--- src/rtl/dskbuf_pkg.sv ---
package dskbuf_pkg;
   typedef enum logic {
      XFER_TO_HOST = 1'b0,
      XFER_TO_DISK = 1'b1
   } xfer_dir_e;

   typedef struct packed {
      logic ovr;
      logic unr;
   } err_flags_t;
endpackage

--- src/rtl/dskbuf_mode.sv ---
module dskbuf_mode #(
   parameter int TW = 4
) (
   input  logic          clk,
   input  logic          rst_n,
   input  logic          sw_reset,
   input  logic          cfg_we,
   input  logic          cfg_buffered,
   input  logic [TW-1:0] cfg_thresh,
   input  logic          cfg_lock,
   output logic          buffered,
   output logic [TW-1:0] thresh
);
   localparam logic [TW-1:0] THR_MIN = TW'(1);

   logic lock_q;

   always_ff @(posedge clk or negedge rst_n) begin
      if (!rst_n) begin
         buffered <= 1'b0;
         thresh   <= THR_MIN;
         lock_q   <= 1'b0;
      end else if (sw_reset) begin
         if (!lock_q) begin
            buffered <= 1'b0;
            thresh   <= THR_MIN;
         end
      end else if (cfg_we) begin
         buffered <= cfg_buffered;
         thresh   <= (cfg_thresh == '0) ? THR_MIN : cfg_thresh;
         lock_q   <= cfg_lock;
      end
   end
endmodule

--- src/rtl/dskbuf_store.sv ---
module dskbuf_store #(
   parameter int WIDTH = 8,
   parameter int DEPTH = 16
) (
   input  logic             clk,
   input  logic             rst_n,
   input  logic             flush,
   input  logic             push,
   input  logic             pop,
   input  logic [WIDTH-1:0] wdata,
   output logic [WIDTH-1:0] head
);
   localparam int PW = $clog2(DEPTH);

   logic [PW-1:0]    wr_ptr;
   logic [PW-1:0]    rd_ptr;
   logic [WIDTH-1:0] slot_q [DEPTH];

   always_ff @(posedge clk or negedge rst_n) begin
      if (!rst_n) begin
         wr_ptr <= '0;
         rd_ptr <= '0;
      end else if (flush) begin
         wr_ptr <= '0;
         rd_ptr <= '0;
      end else begin
         if (push) wr_ptr <= wr_ptr + PW'(1);
         if (pop)  rd_ptr <= rd_ptr + PW'(1);
      end
   end

   for (genvar i = 0; i < DEPTH; i++) begin : g_slot
      logic [WIDTH-1:0] q;
      always_ff @(posedge clk) begin
         if (push && !flush && (wr_ptr == PW'(i))) q <= wdata;
      end
      assign slot_q[i] = q;
   end

   assign head = slot_q[rd_ptr];
endmodule

--- src/rtl/dskbuf_ctrl.sv ---
module dskbuf_ctrl
   import dskbuf_pkg::*;
#(
   parameter int DEPTH = 16,
   parameter int TW    = 4,
   parameter int CW    = 5
) (
   input  logic          clk,
   input  logic          rst_n,
   input  logic          flush,
   input  xfer_dir_e     dir,
   input  logic          buffered,
   input  logic [TW-1:0] thresh,
   input  logic          push_req,
   input  logic          pop_req,
   output logic          push_ok,
   output logic          pop_ok,
   output logic [CW-1:0] count,
   output err_flags_t    flags,
   output logic          svc
);
   localparam logic [CW-1:0] FULL_DEPTH   = CW'(DEPTH);
   localparam logic [CW-1:0] LEGACY_DEPTH = CW'(1);

   logic [CW-1:0] eff_depth;
   logic          active;
   logic          room;
   logic          unr_ev;
   logic          ovr_ev;
   logic [CW-1:0] thr_w;
   logic          svc_raw;

   assign eff_depth = buffered ? FULL_DEPTH : LEGACY_DEPTH;
   assign active    = !(flags.ovr || flags.unr);
   assign pop_ok    = active && pop_req && (count != '0);
   assign unr_ev    = active && (dir == XFER_TO_DISK) && pop_req && (count == '0);
   assign room      = (count < eff_depth) || pop_ok;
   assign push_ok   = active && push_req && !unr_ev && room;
   assign ovr_ev    = active && (dir == XFER_TO_HOST) && push_req && !room;

   always_ff @(posedge clk or negedge rst_n) begin
      if (!rst_n) begin
         count <= '0;
         flags <= '0;
      end else if (flush) begin
         count <= '0;
         flags <= '0;
      end else begin
         count     <= count + CW'(push_ok) - CW'(pop_ok);
         flags.ovr <= flags.ovr | ovr_ev;
         flags.unr <= flags.unr | unr_ev;
      end
   end

   assign thr_w = CW'(thresh);

   always_comb begin
      if (dir == XFER_TO_HOST)
         svc_raw = buffered ? (count >= (FULL_DEPTH - thr_w)) : (count != '0);
      else
         svc_raw = buffered ? (count <= thr_w) : (count == '0);
   end

   assign svc = svc_raw && active;
endmodule

--- src/rtl/dskbuf_top.sv ---
module dskbuf_top
   import dskbuf_pkg::*;
#(
   parameter int WIDTH = 8,
   parameter int DEPTH = 16,
   parameter int TW    = $clog2(DEPTH),
   parameter int CW    = $clog2(DEPTH + 1)
) (
   input  logic             clk,
   input  logic             rst_n,
   input  logic             sw_reset,
   input  logic             exec_start,
   input  logic             cfg_we,
   input  logic             cfg_buffered,
   input  logic [TW-1:0]    cfg_thresh,
   input  logic             cfg_lock,
   input  logic             dir_write,
   input  logic             host_we,
   input  logic [WIDTH-1:0] host_wdata,
   input  logic             host_re,
   output logic [WIDTH-1:0] host_rdata,
   input  logic             disk_push,
   input  logic [WIDTH-1:0] disk_wdata,
   input  logic             disk_pop,
   output logic [WIDTH-1:0] disk_rdata,
   output logic             svc_req,
   output logic [CW-1:0]    level,
   output logic             overrun,
   output logic             underrun,
   output logic             term
);
   if (DEPTH < 2 || (DEPTH & (DEPTH - 1)) != 0) begin : g_bad_depth
      $error("dskbuf_top: DEPTH must be a power of two of at least 2");
   end
   if (WIDTH < 1) begin : g_bad_width
      $error("dskbuf_top: WIDTH must be positive");
   end
   if (TW != $clog2(DEPTH) || CW != $clog2(DEPTH + 1)) begin : g_bad_derived
      $error("dskbuf_top: TW and CW must keep their derived values");
   end

   xfer_dir_e        dir;
   logic             buffered;
   logic [TW-1:0]    thresh;
   logic             flush;
   logic             push_req, pop_req, push_ok, pop_ok;
   logic [WIDTH-1:0] wdata, head;
   err_flags_t       flags;

   assign dir     = xfer_dir_e'(dir_write);
   assign flush   = sw_reset | exec_start;
   assign push_req = (dir == XFER_TO_DISK) ? host_we    : disk_push;
   assign pop_req  = (dir == XFER_TO_DISK) ? disk_pop   : host_re;
   assign wdata    = (dir == XFER_TO_DISK) ? host_wdata : disk_wdata;

   dskbuf_mode #(.TW(TW)) u_mode (
      .clk          (clk),
      .rst_n        (rst_n),
      .sw_reset     (sw_reset),
      .cfg_we       (cfg_we),
      .cfg_buffered (cfg_buffered),
      .cfg_thresh   (cfg_thresh),
      .cfg_lock     (cfg_lock),
      .buffered     (buffered),
      .thresh       (thresh)
   );

   dskbuf_ctrl #(.DEPTH(DEPTH), .TW(TW), .CW(CW)) u_ctrl (
      .clk      (clk),
      .rst_n    (rst_n),
      .flush    (flush),
      .dir      (dir),
      .buffered (buffered),
      .thresh   (thresh),
      .push_req (push_req),
      .pop_req  (pop_req),
      .push_ok  (push_ok),
      .pop_ok   (pop_ok),
      .count    (level),
      .flags    (flags),
      .svc      (svc_req)
   );

   dskbuf_store #(.WIDTH(WIDTH), .DEPTH(DEPTH)) u_store (
      .clk   (clk),
      .rst_n (rst_n),
      .flush (flush),
      .push  (push_ok),
      .pop   (pop_ok),
      .wdata (wdata),
      .head  (head)
   );

   assign overrun    = flags.ovr;
   assign underrun   = flags.unr;
   assign term       = flags.ovr | flags.unr;
   assign host_rdata = head;
   assign disk_rdata = flags.unr ? '0 : head;
endmodule

--- config.mk ---
export PLATFORM = sky130hd
export DESIGN_NAME = dskbuf_top
export DESIGN_NICKNAME = d
export VERILOG_FILES = /design/src/rtl/dskbuf_pkg.sv /design/src/rtl/dskbuf_mode.sv /design/src/rtl/dskbuf_store.sv /design/src/rtl/dskbuf_ctrl.sv /design/src/rtl/dskbuf_top.sv
export SDC_FILE = /design/constraint.sdc
export NUM_CORES = 1
export LEC_CHECK = 0
export BUFFER_PORTS_ARGS = -buffer_cell sky130_fd_sc_hd__buf_2
export CAP_MARGIN = 30
export CORE_ASPECT_RATIO = 0.75
export CORE_MARGIN = 2
export CORE_UTILIZATION = 40
export DETAILED_ROUTE_END_ITERATION = 10
export GPL_TIMING_DRIVEN = 0
export HOLD_SLACK_MARGIN = 0.03
export PLACE_DENSITY_LB_ADDON = 0.1
export SLEW_MARGIN = 20
export SYNTH_ARGS = -nofsm -noshare
export SYNTH_HDL_FRONTEND = slang
export SYNTH_SLANG_ARGS = --single-unit
--- constraint.sdc ---
create_clock -name clk -period 8.25 [get_ports clk]
set_clock_uncertainty 0.15 [all_clocks]
set_input_delay 0 -clock clk [delete_from_list [all_inputs] [get_ports clk]]
set_output_delay 0 -clock clk [all_outputs]
set_load 0.03 [all_outputs]
==> results.json <==
{
  "syn_nets": 481,
  "cts_max_level": 4,
  "fp.coreArea_mm2": 0.0162,
  "r2r_setup_slack_ns": 4.99,
  "cts-root-buf": "clkbuf_16",
  "die_y_um": 116,
  "syn_inst": 426,
  "max_freq_mhz": 306,
  "nFillCells": 1419,
  "rows": 40,
  "ys_seq_area_share_pct": 65.3,
  "first_iter_violations": 302,
  "gp_congestion": 0.759,
  "totalWireLength_um": 16200,
  "power_density_mw_per_mm2": 260,
  "ctsResizeCount": 0,
  "path_clk_slew_ns": 0.06,
  "synth_top_area_share_pct": 57.4,
  "cp-end-kind": "flop",
  "path_max_fanout": 7,
  "whs_ns": 0.0227,
  "synth_most_common_cell": "edfxtp_1",
  "drv_slew": 0,
  "cts-buffers-inserted": 17,
  "avgSynthCellArea_um2": 15.7,
  "crit_required_ns": 8.38,
  "yosys_warnings": 0,
  "insertedDiodeCount": 0,
  "cts_max_path_buffers": 2,
  "ant_nets": 0,
  "setup_viol": 0,
  "ir_worst_vdd_uv": 175,
  "cts.sinks": 149,
  "grt_max_degree": 21,
  "io_buffers": 54,
  "clk_latency_ns": 0.42,
  "start_util_pct": 41.3,
  "first_pass_iters": 4,
  "maxCapViolations": 0,
  "critPathArrivalTime_ns": 3.39,
  "yosys.area.top_type": "edfxtp_1",
  "rsz0062_at_grt": "no",
  "layout-drive-gt1-share_pct": 26.4,
  "final_core_util_pct": 49.5,
  "cellLeakagePower_nw": 2.89,
  "min_period_ns": 3.26,
  "die_x_um": 153,
  "drc_errors": 0,
  "dpl.hpwl_um": 11100,
  "antenna_found_initial": 0,
  "critPathKind": "flop to flop",
  "synth.distinct_cells": 53,
  "async_flop_share_pct": 14.1,
  "finalCritPeriodShare_pct": 39.6,
  "syn_area_mm2": 0.00669,
  "cts_tree": "built",
  "ys_top_cells_by_area": "edfxtp_1 (57%), mux4_2 (8.1%), dfrtp_1 (7.5%)",
  "dp_slack_ns": 4.95,
  "num-nets-final": 579,
  "syn_to_final_growth_pct": 20.1,
  "synthTopCellsByCount": "edfxtp_1 (128), nor2_1 (43), mux4_2 (24)",
  "gr-total-overflow": 0,
  "grt_pass1_wl_um": 24600,
  "track_usage_pct": 19.4,
  "tightest_slew_ns": 0.914,
  "grt_pass1_vias": 4018,
  "ys_ff_latch": 149,
  "avgRoutedWirePerCell_um": 21.7,
  "hp-class": "primary input to flop",
  "synth-edff-count": 128,
  "status": "finished, final reports clean",
  "vias": 3908,
  "hold_viol": 0,
  "dieArea_mm2": 0.0178,
  "via_per_inst": 5.23,
  "synth_ff_type": "edfxtp_1",
  "slew_headroom_pct": 38.8,
  "io_pins": 57,
  "tns_ns": 0,
  "crit_path_start_kind": "flop",
  "post-route-worst-setup-slack_ns": 4.99
}
## layout make-up
cell class | instances | area (um2) | area share [%]
clock inverters | 11 | 73.8 | 0.919
clock buffers | 21 | 493 | 6.14
multi-input cells | 241 | 2140 | 26.6
well taps | 210 | 263 | 3.27
flip-flops and latches | 149 | 4370 | 54.4
repair buffers | 79 | 513 | 6.39
inverters | 18 | 67.6 | 0.841
plain buffers | 18 | 116 | 1.45
## timing repair
item                                    4_1_cts  5_1_grt
hold buffers                                 24        0
endpoints found under the setup margin        0        0
endpoints found under the hold margin        31        0
setup buffers                                 0        0
## metrics by stage
stage / area (um2) / instances / power [mW]
2_1_floorplan: 6690 / 426 / 1.24
3_3_place_gp: 7220 / 690 / 1.37
3_5_place_dp: 7220 / 690 / 1.37
4_1_cts: 8030 / 746 / 2.11
5_1_grt: 8030 / 747 / 2.18
6_report: 8030 / 747 / 2.09
## routing by layer
metal,share of wire [%],routed length [um],global-route usage (%)
met3,5.9,962,5.27
met2,44,7180,29.5
met1,49,7920,28.1
met5,0,0,0
met4,0.80,130,4.95
## flip-flops by register name, summed over array words and instances (netlist names)
name,cells
u_ctrl.flags,2
u_store.g_slot.q,128
u_mode.buffered,1
u_ctrl.count,5
u_mode.lock_q,1
u_mode.thresh,4
u_store.wr_ptr,4
u_store.rd_ptr,4
## power by group
part | switching, mW | total, mW | leakage (nW) | internal (mW)
clock | 0.298 | 0.724 | 0.275 | 0.426
sequential | 0.0279 | 0.874 | 1.43 | 0.846
combinational | 0.288 | 0.492 | 1.18 | 0.204
total | 0.614 | 2.09 | 2.89 | 1.48
## worst paths after layout
path	start	endpoint	cells past startpoint
max	u_ctrl.count[2]	u_ctrl.count[4]	14
min	disk_wdata[3]	u_store.g_slot[14].q[3]	2
max reg2reg	u_ctrl.count[2]	u_ctrl.count[4]	14
min reg2reg	u_ctrl.flags[1]	u_ctrl.flags[1]	2
max in group asynchronous	rst_n	u_store.rd_ptr[2]	4
min in group asynchronous	rst_n	u_mode.thresh[0]	3
## critical path: stages (launching register included)
cell,delay (ns)
dfrtp_1,0.48
inv_1,0.14
ha_1,0.22
nor4b_4,0.15
nor3_2,0.49
nand2b_1,0.18
o21ai_0,0.13
ha_1,0.21
inv_1,0.06
fa_1,0.41
nor2_1,0.12
nor2_1,0.05
o21bai_1,0.16
xnor2_1,0.13
nor2_1,0.05
## cell families (layout without fill, tap and decap cells)
kind of cell    after synthesis  in the layout  share of synthesized area [%]
fa+ha+maj                    23             23                           4.41
compound gates               55             55                           6.21
buf+inv                      36            147                           2.75
xor+xnor                     11             11                           1.44
mux                          46             46                           11.6
flops                       149            149                           65.3
simple gates                106            106                           8.23
## cells in the final DEF (no fill, tap or decap), types with 14 or more instances in the layout
master / count
edfxtp_1: 128
dfrtp_1: 20
nor2_1: 43
buf_2: 55
nor2b_1: 14
inv_1: 18
nand2_1: 15
dlygate4sd3_1: 23
ha_1: 22
mux4_2: 24
clkbuf_16: 19
Note: power is estimated with default switching activity, not from simulation.
